==> config.mk <==
export PLATFORM = sky130hd
export DESIGN_NAME = hall_trip_stage
export DESIGN_NICKNAME = d
export VERILOG_FILES = /design/src/rtl/hts_pkg.sv /design/src/rtl/hts_rst_sync.sv /design/src/rtl/hts_threshold_gen.sv /design/src/rtl/hts_window_cmp.sv /design/src/rtl/hts_hyst_fsm.sv /design/src/rtl/hall_trip_stage.sv
export SDC_FILE = /design/constraint.sdc
export NUM_CORES = 1
export LEC_CHECK = 0
export BUFFER_PORTS_ARGS = -buffer_cell sky130_fd_sc_hd__buf_2
export CORE_MARGIN = 5
export CORE_UTILIZATION = 61
export DETAILED_ROUTE_END_ITERATION = 12
export GPL_TIMING_DRIVEN = 0
export PLACE_DENSITY_LB_ADDON = 0.2
export SLEW_MARGIN = 20
export SYNTH_ARGS = -nofsm -noshare
export SYNTH_HDL_FRONTEND = slang
export SYNTH_HIERARCHICAL = 1
export SYNTH_SLANG_ARGS = --single-unit
==> constraint.sdc <==
create_clock -name clk -period 1.2 [get_ports clk]
set_clock_uncertainty 0.1 [all_clocks]
set_input_delay 0.06 -clock clk [delete_from_list [all_inputs] [get_ports clk]]
set_output_delay 0.06 -clock clk [all_outputs]
set_load 0.02 [all_outputs]
==> src/rtl/hts_pkg.sv <==
package hts_pkg;

  typedef enum logic [1:0] {
    ST_BOOT     = 2'd0,
    ST_RELEASED = 2'd1,
    ST_OPERATED = 2'd2
  } hts_state_e;

endpackage

==> src/rtl/hts_rst_sync.sv <==
module hts_rst_sync #(
  parameter int STAGES = 2
) (
  input  logic clk,
  input  logic rst_n,
  output logic rst_sync_n
);

  logic [STAGES-1:0] chain_q;

  always_ff @(posedge clk or negedge rst_n) begin
    if (!rst_n) chain_q <= '0;
    else        chain_q <= {chain_q[STAGES-2:0], 1'b1};
  end

  assign rst_sync_n = chain_q[STAGES-1];

endmodule

==> src/rtl/hts_threshold_gen.sv <==
module hts_threshold_gen #(
  parameter int TRIM_W = 6,
  parameter int THR_W  = 18,
  parameter int BASE   = 10,
  parameter int STEP   = 5,
  parameter int HYST   = 12
) (
  input  logic [TRIM_W-1:0]       trim_code,
  output logic signed [THR_W-1:0] op_thr,
  output logic signed [THR_W-1:0] rel_thr
);

  localparam logic signed [THR_W-1:0] BaseC = THR_W'(BASE);
  localparam logic signed [THR_W-1:0] StepC = THR_W'(STEP);
  localparam logic signed [THR_W-1:0] HystC = THR_W'(HYST);

  logic signed [THR_W-1:0] code_ext;
  logic signed [THR_W-1:0] offset;

  always_comb begin
    code_ext = $signed({{(THR_W-TRIM_W){1'b0}}, trim_code});
    offset   = code_ext * StepC;
    op_thr   = BaseC + offset;
    rel_thr  = op_thr - HystC;
  end

endmodule

==> src/rtl/hts_window_cmp.sv <==
module hts_window_cmp #(
  parameter int THR_W = 18
) (
  input  logic signed [THR_W-1:0] field_ext,
  input  logic signed [THR_W-1:0] op_thr,
  input  logic signed [THR_W-1:0] rel_thr,
  output logic                    above_op,
  output logic                    below_rel
);

  always_comb begin
    above_op  = field_ext > op_thr;
    below_rel = field_ext < rel_thr;
  end

endmodule

==> src/rtl/hts_hyst_fsm.sv <==
module hts_hyst_fsm
  import hts_pkg::*;
(
  input  logic       clk,
  input  logic       rst_n,
  input  logic       sample_vld,
  input  logic       above_op,
  input  logic       below_rel,
  input  logic       invert_pol,
  output hts_state_e state_q,
  output logic       icc_high
);

  hts_state_e state_d;
  logic       state_en;

  always_comb begin
    state_en = sample_vld;
    state_d  = state_q;
    unique case (state_q)
      ST_BOOT:     state_d = above_op ? ST_OPERATED : ST_RELEASED;
      ST_RELEASED: if (above_op)  state_d = ST_OPERATED;
      ST_OPERATED: if (below_rel) state_d = ST_RELEASED;
      default:     state_d = ST_BOOT;
    endcase
  end

  always_ff @(posedge clk or negedge rst_n) begin
    if (!rst_n)        state_q <= ST_BOOT;
    else if (state_en) state_q <= state_d;
  end

  always_comb begin
    if (state_q == ST_BOOT) icc_high = 1'b1;
    else                    icc_high = (state_q == ST_OPERATED) ^ ~invert_pol;
  end

endmodule

==> src/rtl/hall_trip_stage.sv <==
module hall_trip_stage
  import hts_pkg::*;
#(
  parameter int FIELD_W = 10,
  parameter int TRIM_W  = 6,
  parameter int BASE    = 10,
  parameter int STEP    = 5,
  parameter int HYST    = 12
) (
  input  logic               clk,
  input  logic               rst_n,
  input  logic               sample_vld,
  input  logic [FIELD_W-1:0] field_in,
  input  logic [TRIM_W-1:0]  trim_code,
  input  logic               invert_pol,
  output logic               icc_high
);

  localparam int THR_W = FIELD_W + TRIM_W + 2;

  logic                    rst_sync_n;
  logic signed [THR_W-1:0] field_ext;
  logic signed [THR_W-1:0] op_thr;
  logic signed [THR_W-1:0] rel_thr;
  logic                    above_op;
  logic                    below_rel;
  hts_state_e              state_q;

  assign field_ext = $signed({{(THR_W-FIELD_W){field_in[FIELD_W-1]}}, field_in});

  hts_rst_sync #(.STAGES(2)) u_rst_sync (
    .clk        (clk),
    .rst_n      (rst_n),
    .rst_sync_n (rst_sync_n)
  );

  hts_threshold_gen #(
    .TRIM_W (TRIM_W),
    .THR_W  (THR_W),
    .BASE   (BASE),
    .STEP   (STEP),
    .HYST   (HYST)
  ) u_thr (
    .trim_code (trim_code),
    .op_thr    (op_thr),
    .rel_thr   (rel_thr)
  );

  hts_window_cmp #(.THR_W(THR_W)) u_cmp (
    .field_ext (field_ext),
    .op_thr    (op_thr),
    .rel_thr   (rel_thr),
    .above_op  (above_op),
    .below_rel (below_rel)
  );

  hts_hyst_fsm u_fsm (
    .clk        (clk),
    .rst_n      (rst_sync_n),
    .sample_vld (sample_vld),
    .above_op   (above_op),
    .below_rel  (below_rel),
    .invert_pol (invert_pol),
    .state_q    (state_q),
    .icc_high   (icc_high)
  );

endmodule

# Word level (Yosys, flattened, before mapping)

Index checks and enable logic that the tools add are counted.

Memories: 0
Bits in writable memories: 0
Output and inout port bits: 1
Bits in read-only memories: 0
Bits in latches: 0
Bits in registers: 4
Word-level logic and storage cells: 20

Bitwise operators: 2
Eq/ne operators: 4
Reductions and logical operators: 2
Mux-type cells: 5
$mul: 1
Shifts and indexed selects: 0
$add $sub $neg: 2
Order comparisons: 2
Div/mod/pow operators: 0

Operator list:

| kind                                                                  | count |
|---|---|
| 5-bit by 18-bit adder with 18-bit output (first input constant)       | 1 |
| 10-bit by 18-bit greater-than comparator with 1-bit output            | 1 |
| 10-bit by 18-bit less-than comparator with 1-bit output               | 1 |
| 18-bit by 5-bit subtractor with 18-bit output (second input constant) | 1 |
| 6-bit by 3-bit multiplier with 9-bit output (second input constant)   | 1 |
| 2-bit two-way mux                                                     | 3 |
| 2-bit one-hot mux with 3 select lines                                 | 1 |
| 3-bit AND reduction                                                   | 1 |
| 2-bit by 1-bit == test with 1-bit output (second input constant)      | 1 |
| 2-bit == test (second input constant)                                 | 1 |
| 2-bit zero test                                                       | 1 |
| 2-bit by 1-bit != test with 1-bit output (second input constant)      | 1 |
| 2-bit != test (second input constant)                                 | 1 |
| 1-bit two-way mux                                                     | 1 |
| 1-bit NOT                                                             | 1 |
| 1-bit XOR                                                             | 1 |

# Logic depth before layout (Yosys ltp)

Gate-level depths: netlist (run 1).

Depth in word-level cells: 6
Gate-level depth with buffers: 20

# Hierarchy

Netlist (run 1), hierarchy kept.

Modules (own cells, without submodules):

| module            | cells an instance | seq. area each (µm²) | area an instance (µm²) | times used |
|---|---|---|---|---|
| hts_window_cmp    | 129               | 0.0                  | 899.6                  | 1 |
| hts_threshold_gen | 68                | 0.0                  | 588.1                  | 1 |
| hts_hyst_fsm      | 10                | 50.0                 | 102.6                  | 1 |
| hts_rst_sync      | 3                 | 50.0                 | 53.8                   | 1 |

# Least setup slack after synthesis (run 1)

Ideal clock, no wire load.

Kind: in2reg
Start: in trim_code[2]
End: reg u_fsm.state_q[0]
Path slack: -2954 ps
Library setup time: 65 ps
Path buffers: 1
Stages: 17
Data arrival time: 3989 ps
Cell sequence: ha_1 -> ha_1 -> ha_1 -> nand3b_1 -> and2b_4 -> xnor2_2 -> nor3_1 -> nor4b_1 -> buf_4 -> inv_1 -> ha_1 -> a21o_1 -> a2111oi_0 -> o21ai_0 -> o2bb2ai_1 -> and3b_1 -> o22a_1

Longest elaborated chain between the ends: 6
Elaborated cells between the ends (all ways): 10
Those cells by class: add/sub: 2; mul: 1; order compare: 2; eq/ne: 2; mux: 2; reduce/logical: 1

Ends and longest elaborated chain:

| item                                                    | RTL line                | text |
|---|---|---|
| start: declaration                                      | hall_trip_stage.sv:14   | `input logic [TRIM_W-1:0] trim_code,` |
| 6-bit by 3-bit multiplier with 9-bit output             | hts_threshold_gen.sv:22 | `offset = code_ext * StepC;` |
| 5-bit by 18-bit adder with 18-bit output                | hts_threshold_gen.sv:23 | `op_thr = BaseC + offset;` |
| via op_thr[5]                                           | hall_trip_stage.sv:23   | `logic signed [THR_W-1:0] op_thr;` |
| 18-bit by 5-bit subtractor with 18-bit output           | hts_threshold_gen.sv:24 | `rel_thr = op_thr - HystC;` |
| via rel_thr[10]                                         | hall_trip_stage.sv:24   | `logic signed [THR_W-1:0] rel_thr;` |
| 10-bit by 18-bit less-than comparator with 1-bit output | hts_window_cmp.sv:13    | `below_rel = field_ext < rel_thr;` |
| via below_rel                                           | hall_trip_stage.sv:26   | `logic below_rel;` |
| 2-bit != test (no line)                                 | n/a                     |  |
| 3-bit AND reduction (no line)                           | n/a                     |  |
| end signal: assignment                                  | hts_hyst_fsm.sv:30      | `else if (state_en) state_q <= state_d;` |
| end: declaration                                        | hts_hyst_fsm.sv:10      | `output hts_state_e state_q,` |

The timed path passes the listed nets, and every way through them passes these cells.
A chain may end at the register's enable or synchronous reset.

# Worst setup path in the final report (run 1)

Start: in trim_code[3]
End: reg u_fsm.state_q[0]

Elaborated cells between the ends (all ways): 10
Those cells by class: add/sub: 2; mul: 1; order compare: 2; eq/ne: 2; mux: 2; reduce/logical: 1

RTL lines:

| item                                                                                 | RTL line                | text |
|---|---|---|
| 6-bit by 3-bit multiplier with 9-bit output (*)                                      | hts_threshold_gen.sv:22 |  |
| 5-bit by 18-bit adder with 18-bit output (*)                                         | hts_threshold_gen.sv:23 |  |
| via op_thr[7]                                                                        | hall_trip_stage.sv:23   |  |
| 10-bit by 18-bit greater-than comparator with 1-bit output (*)                       | hts_window_cmp.sv:12    | `above_op = field_ext > op_thr;` |
| via above_op                                                                         | hall_trip_stage.sv:25   | `logic above_op;` |
| 2-bit two-way mux / 2-bit by 1-bit != test with 1-bit output (equally long branches) | n/a                     |  |
| 2-bit one-hot mux with 3 select lines / 3-bit AND reduction (equally long branches)  | n/a                     |  |

The timed path passes the listed nets; every way through them passes the cells marked *.

==> metrics.cfg, run 1 <==
[status]
status=finished with violations
violations=negative setup slack

[clocking]
clk_path_buf_depth=2
clk_latency_ns=0.24
cts_num_sinks=4
cts_tree=yes
clkTransAtPathRegs_ns=0.04
cts_buffers=3
cts_max_level=1
cts_root_buf=clkbuf_4

[timing]
rsz0062_at_grt=true
setup_viol=3
fin_ws_ns=-2.36
finalHoldViolCount=0
period_needed_ns=3.56
report.final.slew_viol_count=0
finalSetupTns_ns=-4.66
fmax_mhz=281
timing.final.crit_share=2.97

[grt]
grt_usage=0.268
grt_max_degree=19
gr-total-overflow=0
grt_pass1_vias=1754
grt_pass1_wl_um=7590
antenna_found_initial=0

[placement]
dp.cells=268
pre_cts_slack_ns=-2.80
dp_hpwl_um=2800
globalplace.congestion=0.833
place.port_buffers=20

[critical_path]
r2r-start=u_fsm/state_q[0]$_DFFE_PN0P_
path_cells=buf_2, ha_4, ha_1, ha_2, nor2_1, a211oi_2, xor2_2, buf_4, inv_1, ha_1, nand2_1, nor2_1, nand3_1, o221ai_2, mux2i_1, o21ai_0, o22a_1
cp-start-kind=input port
slowest_delay_ns=0.43
arrival_ns=3.58
r2r-end=u_fsm/state_q[1]$_DFFE_PN0P_
cp_slowest_cell=ha_2
rr_worst_depth=3
cp_data_required_time_ns=1.22
reg2reg_slack_ns=0.09
critPathMaxFanout=4
worst_setup_path_end_kind=register
cp-startpoint=trim_code[3]
crit_type=in -> reg

[layout]
final_nets=330
fin_util=0.915
final_cell_count_no_fill=289
syn_to_final_growth_pct=40.4
layout_commonest_cell=inv_1
antenna_cells=0
layout_common_cells=inv_1, ha_1, buf_4, buf_2, a21oi_1
drive_above_1_share=0.405

[logic_synthesis]
synth_edf_count=0
ys_async_sr_fraction=1.00
synth_cells=210
synth_seq_cells=4
syn_area_um2=1640
ys.warnings.count=6
ys.flop_type=dfrtp_1
syn_area_per_cell_um2=7.83
yosys.cell_types.count=41
ys_seq_area_frac=0.0609

[power]
leakagePower_nw=1.10
ir_drop_v=0.00107
powerDensity_nw_per_um2=1030

[floorplanning]
io_pins=21
dieArea_um2=3830
initial_core_util=0.652
core_um2=2520
die_h_um=61.9
fp.dieW_um=61.9
rows=18

[drt]
dr.pass1.iters=5
ant_nets=0
drcViolationCount=0
routed_wl_um=5610
vias=1755
vias_per_cell=6.07
drt_iter0_markers=148
avgRoutedWirePerCell_um=19.4

[hold_path]
hold_path_class=in -> async

[job]
maxCapViolCount=0

worst max-delay path by stage:
stage	to	slack [ns]	cells after the start
5_1_grt	u_fsm/state_q[0]$_DFFE_PN0P_	-2.52	17
2_1_floorplan	u_fsm/state_q[0]$_DFFE_PN0P_	-2.14	19
3_3_place_gp	u_fsm/state_q[0]$_DFFE_PN0P_	-2.69	21
6_report	u_fsm/state_q[0]$_DFFE_PN0P_	-2.36	17
4_1_cts	u_fsm/state_q[0]$_DFFE_PN0P_	-2.21	21
3_5_place_dp	u_fsm/state_q[0]$_DFFE_PN0P_	-2.80	20
worst max-delay path: cells and delay by family:
family / cells / cell delay (ns)
simple gates: 4 / 0.52
buf+inv: 3 / 0.36
xor+xnor: 1 / 0.24
compound gates: 4 / 0.81
fa+ha+maj: 4 / 1.21
mux: 1 / 0.39
stage by stage:
step                      power, mW  hold slack, ns  cell area [um^2]
after floorplan                1.31          -0.336              1820
after global placement         1.54          -0.254              1950
after detailed placement       1.61          -0.250              1950
after CTS                      1.99          0.0331              2160
after global routing           2.55          0.0642              2310
final                          2.38          0.0600              2310
sequential cells by signal, indices dropped and copies added (netlist names):
name	count
u_fsm/state_q	2
u_rst_sync/chain_q	2
synth_stat cells, types with 2 or more instances:
library cell | instances | share of area
ha_1 | 48 | 0.37
inv_1 | 44 | 0.10
a21oi_1 | 19 | 0.058
buf_4 | 19 | 0.087
nand2_1 | 13 | 0.030
o21ai_0 | 7 | 0.021
nor2_1 | 6 | 0.014
nor3_1 | 6 | 0.018
dfrtp_1 | 4 | 0.061
xor2_1 | 4 | 0.021
nand4_1 | 3 | 0.011
a21o_1 | 2 | 0.0091
conb_1 | 2 | 0.0046
nand2b_1 | 2 | 0.0076
nand3_1 | 2 | 0.0061
nor3_2 | 2 | 0.012
xnor2_1 | 2 | 0.011
xor2_2 | 2 | 0.020
layout make-up:
class,instances,area (um^2)
multi-input combinational,151,1550
sequential,4,100
timing repair buffer,38,283
fill,91,214
clock buffer,3,22.5
buffer,19,146
tap,30,37.5
inverter,44,170
repair_timing:
item                       in CTS  in global routing
pin swaps                      17                 17
gates resized for setup        18                 24
hold endpoints to repair        5                  0
setup endpoints to repair       3                  3
setup buffers                  11                  4
hold buffers                    3                  0
power by group:
| group | internal, mW | switching, mW |
|---|---|---|
| Clock | 0.112 | 0.0610 |
| Sequential | 0.167 | 0.0246 |
| Combinational | 0.963 | 1.05 |
| Total | 1.24 | 1.14 |
logic make-up (layout without fill, tap and decap cells):
| family | count (synthesis) | count (layout) | synth area share |
|---|---|---|---|
| XOR/XNOR | 9 | 9 | 0.0616 |
| buffers and inverters | 63 | 104 | 0.187 |
| AND/OR/NAND/NOR | 43 | 43 | 0.152 |
| AO/OA/AOI/OAI | 39 | 39 | 0.150 |
| multiplexers | 1 | 1 | 0.00609 |
| other | 2 | 10 | 0.00457 |
| adder cells (fa/ha/maj) | 49 | 49 | 0.377 |
| flip-flops | 4 | 4 | 0.0609 |
per-layer routing:
metal,share of wire,wire (um),global-route usage
met1,0.34,1920,0.283
met2,0.48,2690,0.499
met3,0.087,489,0.0434
met4,0.092,518,0.152
met5,0,0,0
Power figures use the tool's default switching activity.
==> run 2: changes to the inputs <==
--- a/config.mk
+++ b/config.mk
@@ -10,7 +10,7 @@
 export CORE_UTILIZATION = 61
 export DETAILED_ROUTE_END_ITERATION = 12
 export GPL_TIMING_DRIVEN = 0
-export PLACE_DENSITY_LB_ADDON = 0.2
+export PLACE_DENSITY = 0.93
 export SLEW_MARGIN = 20
 export SYNTH_ARGS = -nofsm -noshare
 export SYNTH_HDL_FRONTEND = slang
==> run 2 against run 1 <==
Net effect:
- the run still ends with negative setup slack left
- sequential cell count stayed put
- core utilization is 1.5 points higher
- register-to-register slack better by 0.05 ns
- combinational power is 5% higher
- setup slack better by 0.0061 ns
- global-route usage is 0.12 points lower
- clock-buffer cell count stayed put
- sequential power hardly changed
- first-iteration DRC count is 22% lower
- maximum frequency is 0.17% higher
- critical path type unchanged
- largest power group unchanged
==> metrics.cfg, run 2 (synthesis gave the netlist of run 1 again) <==
[timing]
slew_headroom=0.661
setup_viol=3  ; unchanged
rsz0062_at_grt=true
finalHoldViolCount=0  ; unchanged
fin_ws_ns=-2.35  ; +0.00605 ns
fmax_mhz=281  ; +0.17%
report.final.slew_viol_count=0  ; unchanged
period_needed_ns=3.55  ; -0.00605 ns
timing.final.crit_share=2.96  ; -0.00504
worstMarginPinSlew_ns=0.509

[power]
ir_drop_v=0.000994  ; -7.2%
clockPowerShare=0.070  ; -0.003
comb_power_share=0.854  ; +0.007
powerDensity_nw_per_um2=1070  ; +3.4%
p_sw_mw=1.23  ; +8.2%
sequentialPowerShare=0.076  ; -0.004
switching_share=0.493  ; +0.0145
internal_power_mw=1.27  ; +2.1%
power_mw=2.50  ; +5.0%
leakagePower_nw=1.11  ; +0.59%

[placement]
place.port_buffers=20  ; unchanged
globalplace.congestion=0.774  ; -7.1%
dp_hpwl_um=2910  ; +3.8%
dp.cells=268  ; unchanged
pre_cts_slack_ns=-2.72  ; +0.0796 ns
post_dp_cell_area_um2=1950  ; unchanged

[clocking]
cts_tree=yes
cts_max_level=1  ; unchanged
clk_path_buf_depth=2  ; unchanged
clkTransAtPathRegs_ns=0.04  ; about the same
cts_num_sinks=4  ; unchanged
cts_buffers=3  ; unchanged
clk_latency_ns=0.24  ; about the same
cts_root_buf=clkbuf_4

[drt]
avgRoutedWirePerCell_um=20.3  ; +4.8%
drcViolationCount=0  ; unchanged
highest_layer=met4
met1_length_um=2150  ; +12%
dr.pass1.iters=4  ; -1
routed_wl_um=5880  ; +4.8%
routed-wl-met3_um=317  ; -35%
ant_nets=0  ; unchanged
drt_iter0_markers=115  ; -22%
vias=1749  ; -0.34%
met2WireLength_um=3060  ; +14%
vias_per_cell=6.05  ; -0.34%

[layout]
final_nets=330  ; unchanged
reg_top3=u_fsm/state_q: 2 flops, u_rst_sync/chain_q: 2 flops
final_cell_count_no_fill=289  ; unchanged
drive_above_1_share=0.413  ; +0.00772
layout_common_cells=inv_1, ha_1, buf_4, buf_2, a21oi_1
syn_to_final_growth_pct=42.7
antenna_cells=0  ; unchanged
fillerInstances=90  ; -1.1%
layout_commonest_cell=inv_1
stdcell_area_um2=2350  ; +1.6%

[floorplanning]
fp.dieW_um=61.9  ; unchanged
core_um2=2520  ; unchanged
dieArea_um2=3830  ; unchanged
initial_core_util=0.652  ; unchanged
rows=18  ; unchanged
io_pins=21  ; unchanged
die_h_um=61.9  ; unchanged

[grt]
grt_max_degree=19  ; unchanged
grt_usage=0.267  ; -0.00124
gr-total-overflow=0  ; unchanged
grt_pass1_vias=1691  ; -3.6%
antenna_found_initial=0  ; unchanged
grt_pass1_wl_um=7450  ; -1.9%

[critical_path]
cp_data_required_time_ns=1.24  ; +0.02 ns
cp_slowest_cell=nor4b_4
arrival_ns=3.60  ; +0.02 ns
path_common_cell=ha_4
rr_worst_depth=3  ; unchanged
cp-start-kind=input port
crit_type=in -> reg
worst_setup_path_end_kind=register
critPathMaxFanout=4  ; unchanged
path_cells=buf_8, ha_4, ha_4, ha_4, nand3b_1, a211oi_2, xor2_2, nor4b_4, xor2_1, inv_1, ha_4, nand4_1, a21oi_1, o31a_1, o2bb2ai_2, or2_1, a31oi_1
r2r-end=u_fsm/state_q[0]$_DFFE_PN0P_
r2r-start=u_fsm/state_q[1]$_DFFE_PN0P_
reg2reg_slack_ns=0.14  ; +0.05 ns
slowest_delay_ns=0.37  ; -0.06 ns

[status]
violations=negative setup slack
status=finished with violations

[job]
maxCapViolCount=0  ; unchanged

[hold_path]
hold_path_class=in -> async

## run 2: cell counts in the layout (fill, tap and decap cells not counted)
No cell type changed its count.
## run 2: how the worst max path moves through the flow
stage                  from                            to
6_report       trim_code[2]  u_fsm/state_q[1]$_DFFE_PN0P_
5_1_grt        trim_code[3]  u_fsm/state_q[0]$_DFFE_PN0P_
4_1_cts        trim_code[2]  u_fsm/state_q[0]$_DFFE_PN0P_
3_5_place_dp   trim_code[2]  u_fsm/state_q[0]$_DFFE_PN0P_
3_3_place_gp   trim_code[2]  u_fsm/state_q[0]$_DFFE_PN0P_
2_1_floorplan  trim_code[0]  u_fsm/state_q[0]$_DFFE_PN0P_
## run 2: through the flow
step / utilization / hold WS, ns / TNS, ns
6_report: 0.930 / 0.0520 / -4.72
5_1_grt: 0.930 / 0.0674 / -4.96
4_1_cts: 0.889 / 0.0589 / -4.13
3_5_place_dp: 0.774 / -0.253 / -5.44
3_3_place_gp: 0.774 / -0.254 / -5.17
2_1_floorplan: - / -0.336 / -4.25
## run 2: per-layer routing
metal / global-route usage / vias to the layer above
met2: 0.492 / 103
met1: 0.299 / 822
li1: - / 787
met3: 0.0393 / 37
met5: 0 / -
met4: 0.124 / 0
## run 2: what timing repair did
item,CTS,global route
pin swaps,17,15
hold buffers,3,0
resized for setup,35,10
cloned,0,0
endpoints found under the setup margin,3,3
buffers inserted,11,4
endpoints found under the hold margin,5,0
## run 2: area by class of cell
cell class / count / area [um^2] / area share
plain buffers: 19 / 154 / 0.0656
clock buffers: 3 / 22.5 / 0.00960
inverters: 44 / 165 / 0.0704
multi-input cells: 151 / 1590 / 0.678
flip-flops and latches: 4 / 100 / 0.0427
well taps: 30 / 37.5 / 0.0160
repair buffers: 38 / 275 / 0.117
## run 2: worst max-delay path, delay by kind of cell
family	cells	cell delay [ns]
xor+xnor	2	0.45
fa+ha+maj	4	1.02
simple gates	4	0.89
compound gates	5	0.92
buf+inv	2	0.24
## run 2: power by group through the flow
stage	Sequential, mW	Combinational, mW	Clock (mW)
after floorplan	0.192	1.12	0
after global placement	0.198	1.34	0
after detailed placement	0.200	1.42	0
after CTS	0.186	1.72	0.167
after global routing	0.197	2.25	0.186
final	0.191	2.13	0.175
==> run 3: changes to the inputs <==
--- a/config.mk
+++ b/config.mk
@@ -7,10 +7,10 @@
 export LEC_CHECK = 0
 export BUFFER_PORTS_ARGS = -buffer_cell sky130_fd_sc_hd__buf_2
 export CORE_MARGIN = 5
-export CORE_UTILIZATION = 61
+export CORE_UTILIZATION = 59
 export DETAILED_ROUTE_END_ITERATION = 12
 export GPL_TIMING_DRIVEN = 0
-export PLACE_DENSITY = 0.93
+export PLACE_DENSITY = 0.91
 export SLEW_MARGIN = 20
 export SYNTH_ARGS = -nofsm -noshare
 export SYNTH_HDL_FRONTEND = slang
==> constraint.sdc (replaced) <==
create_clock -name clk -period 3.3 [get_ports clk]
set_clock_uncertainty 0.1 [all_clocks]
set_input_delay 0.33 -clock clk [delete_from_list [all_inputs] [get_ports clk]]
set_output_delay 0.33 -clock clk [all_outputs]
set_load 0.02 [all_outputs]
==> run 3 against run 2 <==
Net effect:
- the run still ends with negative setup slack left
- non-clock buffer count fell by 8
- core utilization fell by 10 points
- global-route usage fell by 6.5 points
- wire length fell by 23%
- via count fell by 7.7%
- largest power group unchanged
==> metrics.cfg, run 3 (synthesis gave the netlist of run 1 again) <==
[status]
status=finished with violations
violations=negative setup slack

[layout]
syn_to_final_growth_pct=36.8
stdcell_area_um2=2250  ; -4.1%
fin_util=0.830  ; -0.100
layout_common_cells=inv_1, ha_1, buf_4, buf_2, a21oi_1
seqCellArea_um2=100  ; unchanged
fillerInstances=161  ; +79%
layout_commonest_cell=inv_1
multi_input_area_um2=1560  ; -2.0%
reg_top3=u_fsm/state_q: 2 flops, u_rst_sync/chain_q: 2 flops
antenna_cells=0  ; unchanged
final_nets=322  ; -2.4%
drive_above_1_share=0.386  ; -0.0267

[drt]
dr.pass1.iters=4  ; unchanged
vias=1615  ; -7.7%
avgRoutedWirePerCell_um=16.1  ; -21%
routed_wl_um=4530  ; -23%
ant_nets=0  ; unchanged
drcViolationCount=0  ; unchanged
vias_per_cell=5.73  ; -5.4%
drt_iter0_markers=124  ; +7.8%

[grt]
grt_max_degree=19  ; unchanged
grt_pass1_wl_um=6730  ; -9.6%
gr-total-overflow=0  ; unchanged
grt_pass1_vias=1618  ; -4.3%
antenna_found_initial=0  ; unchanged
grt_usage=0.202  ; -0.0651

[critical_path]
cp-start-kind=input port
r2r-end=u_fsm/state_q[1]$_DFFE_PN0P_
worst_setup_path_end_kind=register
r2r-start=u_fsm/state_q[0]$_DFFE_PN0P_
slowest_delay_ns=0.55  ; +0.18 ns
cp_data_required_time_ns=3.39  ; +2.15 ns
reg2reg_slack_ns=2.26  ; +2.12 ns
rr_worst_depth=2  ; -1
critPathMaxFanout=5  ; +1
crit_type=in -> reg
arrival_ns=3.93  ; +0.33 ns
path_cells=buf_8, ha_4, inv_2, fa_2, inv_1, ha_4, xor2_1, a21oi_2, buf_4, xor2_1, inv_1, ha_1, a41oi_1, a21oi_1, o31a_1, o2bb2ai_2, and3b_1, o22a_1
cp_slowest_cell=fa_2

[power]
switching_share=0.488  ; -0.00444
sequentialPowerShare=0.090  ; +0.014
p_sw_uw=401  ; -67%
powerDensity_nw_per_um2=365  ; -66%
internal_power_uw=421  ; -67%
clockPowerShare=0.080  ; +0.010
ir_drop_v=0.000281  ; -72%
comb_power_share=0.830  ; -0.024
leakagePower_nw=1.07  ; -4.0%

[timing]
setup_viol=2  ; -1
slew_headroom=0.584  ; -0.0771
finalSetupTns_ns=-1.06  ; +3.65 ns
fin_ws_ns=-0.535  ; +1.82 ns
rsz0062_at_grt=true
timing.final.crit_share=1.16
report.final.slew_viol_count=0  ; unchanged
fmax_mhz=261
holdWs_ns=0.233  ; +0.181 ns
worstMarginPinSlew_ns=0.622  ; +0.113 ns
finalHoldViolCount=0  ; unchanged
period_needed_ns=3.83

[floorplanning]
core_um2=2710  ; +7.4%
initial_core_util=0.607  ; -0.0451
io_pins=21  ; unchanged
fp.dieW_um=62.8  ; +1.4%
die_h_um=62.8  ; +1.4%
rows=19  ; +1
dieArea_um2=3940  ; +2.8%

[hold_path]
holdCritStartpoint=sample_vld
hold_path_class=in -> reg
holdPathStages=2
whs_endpoint=u_fsm/state_q[1]$_DFFE_PN0P_

[clocking]
clkTransAtPathRegs_ns=0.04  ; about the same
cts_max_level=1  ; unchanged
clk_path_buf_depth=2  ; unchanged
cts_num_sinks=4  ; unchanged
clk_latency_ns=0.24  ; about the same
cts_tree=yes
cts_root_buf=clkbuf_4
cts_buffers=3  ; unchanged

[placement]
post_dp_cell_area_um2=1950  ; about the same
pre_cts_slack_ns=-0.838  ; +1.89 ns
globalplace.congestion=0.842  ; +8.8%
place.port_buffers=20  ; unchanged
dp_hpwl_um=2820  ; -2.9%

[job]
maxCapViolCount=0  ; unchanged

## run 3: changes by cell type in the layout (fill, tap and decap cells not counted), moves of 2 or more
cell	previous run	this run
o21ai_0	5	3
buf_2	16	18
buf_4	30	22
inv_4	0	2
inv_2	7	4
o21ai_1	1	3
## run 3: critical path, delay by kind of cell
kind,cells,cell delay (ns)
xor+xnor,2,0.66
simple gates,1,0.18
buf+inv,5,0.46
compound gates,6,1.13
fa+ha+maj,4,1.18
## run 3: per-layer routing
metal	share of wire	vias up	GRT usage
met5	0	-	0
li1	-	776	-
met4	0.021	0	0.0531
met1	0.40	764	0.229
met3	0.046	12	0.0180
met2	0.53	63	0.394
## run 3: metrics by stage
step / total power [mW] / instances
after CTS: 0.716 / 281
after global routing: 0.889 / 282
final: 0.822 / 282
after floorplan: 0.478 / 218
after detailed placement: 0.585 / 269
after global placement: 0.557 / 269
## run 3: how the worst max path moves through the flow
stage / from / to / slack, ns / cells after the start
after global routing: trim_code[2] / u_fsm/state_q[1]$_DFFE_PN0P_ / -0.53 / 18
after global placement: trim_code[2] / u_fsm/state_q[0]$_DFFE_PN0P_ / -0.76 / 21
final: trim_code[2] / u_fsm/state_q[0]$_DFFE_PN0P_ / -0.53 / 18
after floorplan: trim_code[0] / u_fsm/state_q[0]$_DFFE_PN0P_ / -0.31 / 19
after detailed placement: trim_code[2] / u_fsm/state_q[0]$_DFFE_PN0P_ / -0.84 / 21
after CTS: trim_code[2] / u_fsm/state_q[1]$_DFFE_PN0P_ / -0.29 / 19
## run 3: repair_timing
| action | in CTS | in global routing |
|---|---|---|
| endpoints found under the hold margin | 4 | 0 |
| hold buffers | 2 | 0 |
| buffers inserted | 7 | 1 |
| endpoints found under the setup margin | 2 | 2 |
| pin swaps | 16 | 4 |
| resized for setup | 21 | 20 |
## run 3: power by group through the flow
stage / combinational (mW) / sequential (mW) / clock, mW
finish: 0.682 / 0.0740 / 0.0661
global route: 0.740 / 0.0767 / 0.0722
CTS: 0.580 / 0.0730 / 0.0626
detailed placement: 0.513 / 0.0722 / 0
global placement: 0.485 / 0.0720 / 0
floorplan: 0.408 / 0.0697 / 0
## run 3: final cells by class
| class | count | share of cell area |
|---|---|---|
| plain buffers | 19 | 0.0701 |
| clock buffers | 3 | 0.0100 |
| inverters | 44 | 0.0756 |
| multi-input cells | 151 | 0.694 |
| flip-flops and latches | 4 | 0.0445 |
| well taps | 31 | 0.0172 |
| repair buffers | 30 | 0.0890 |
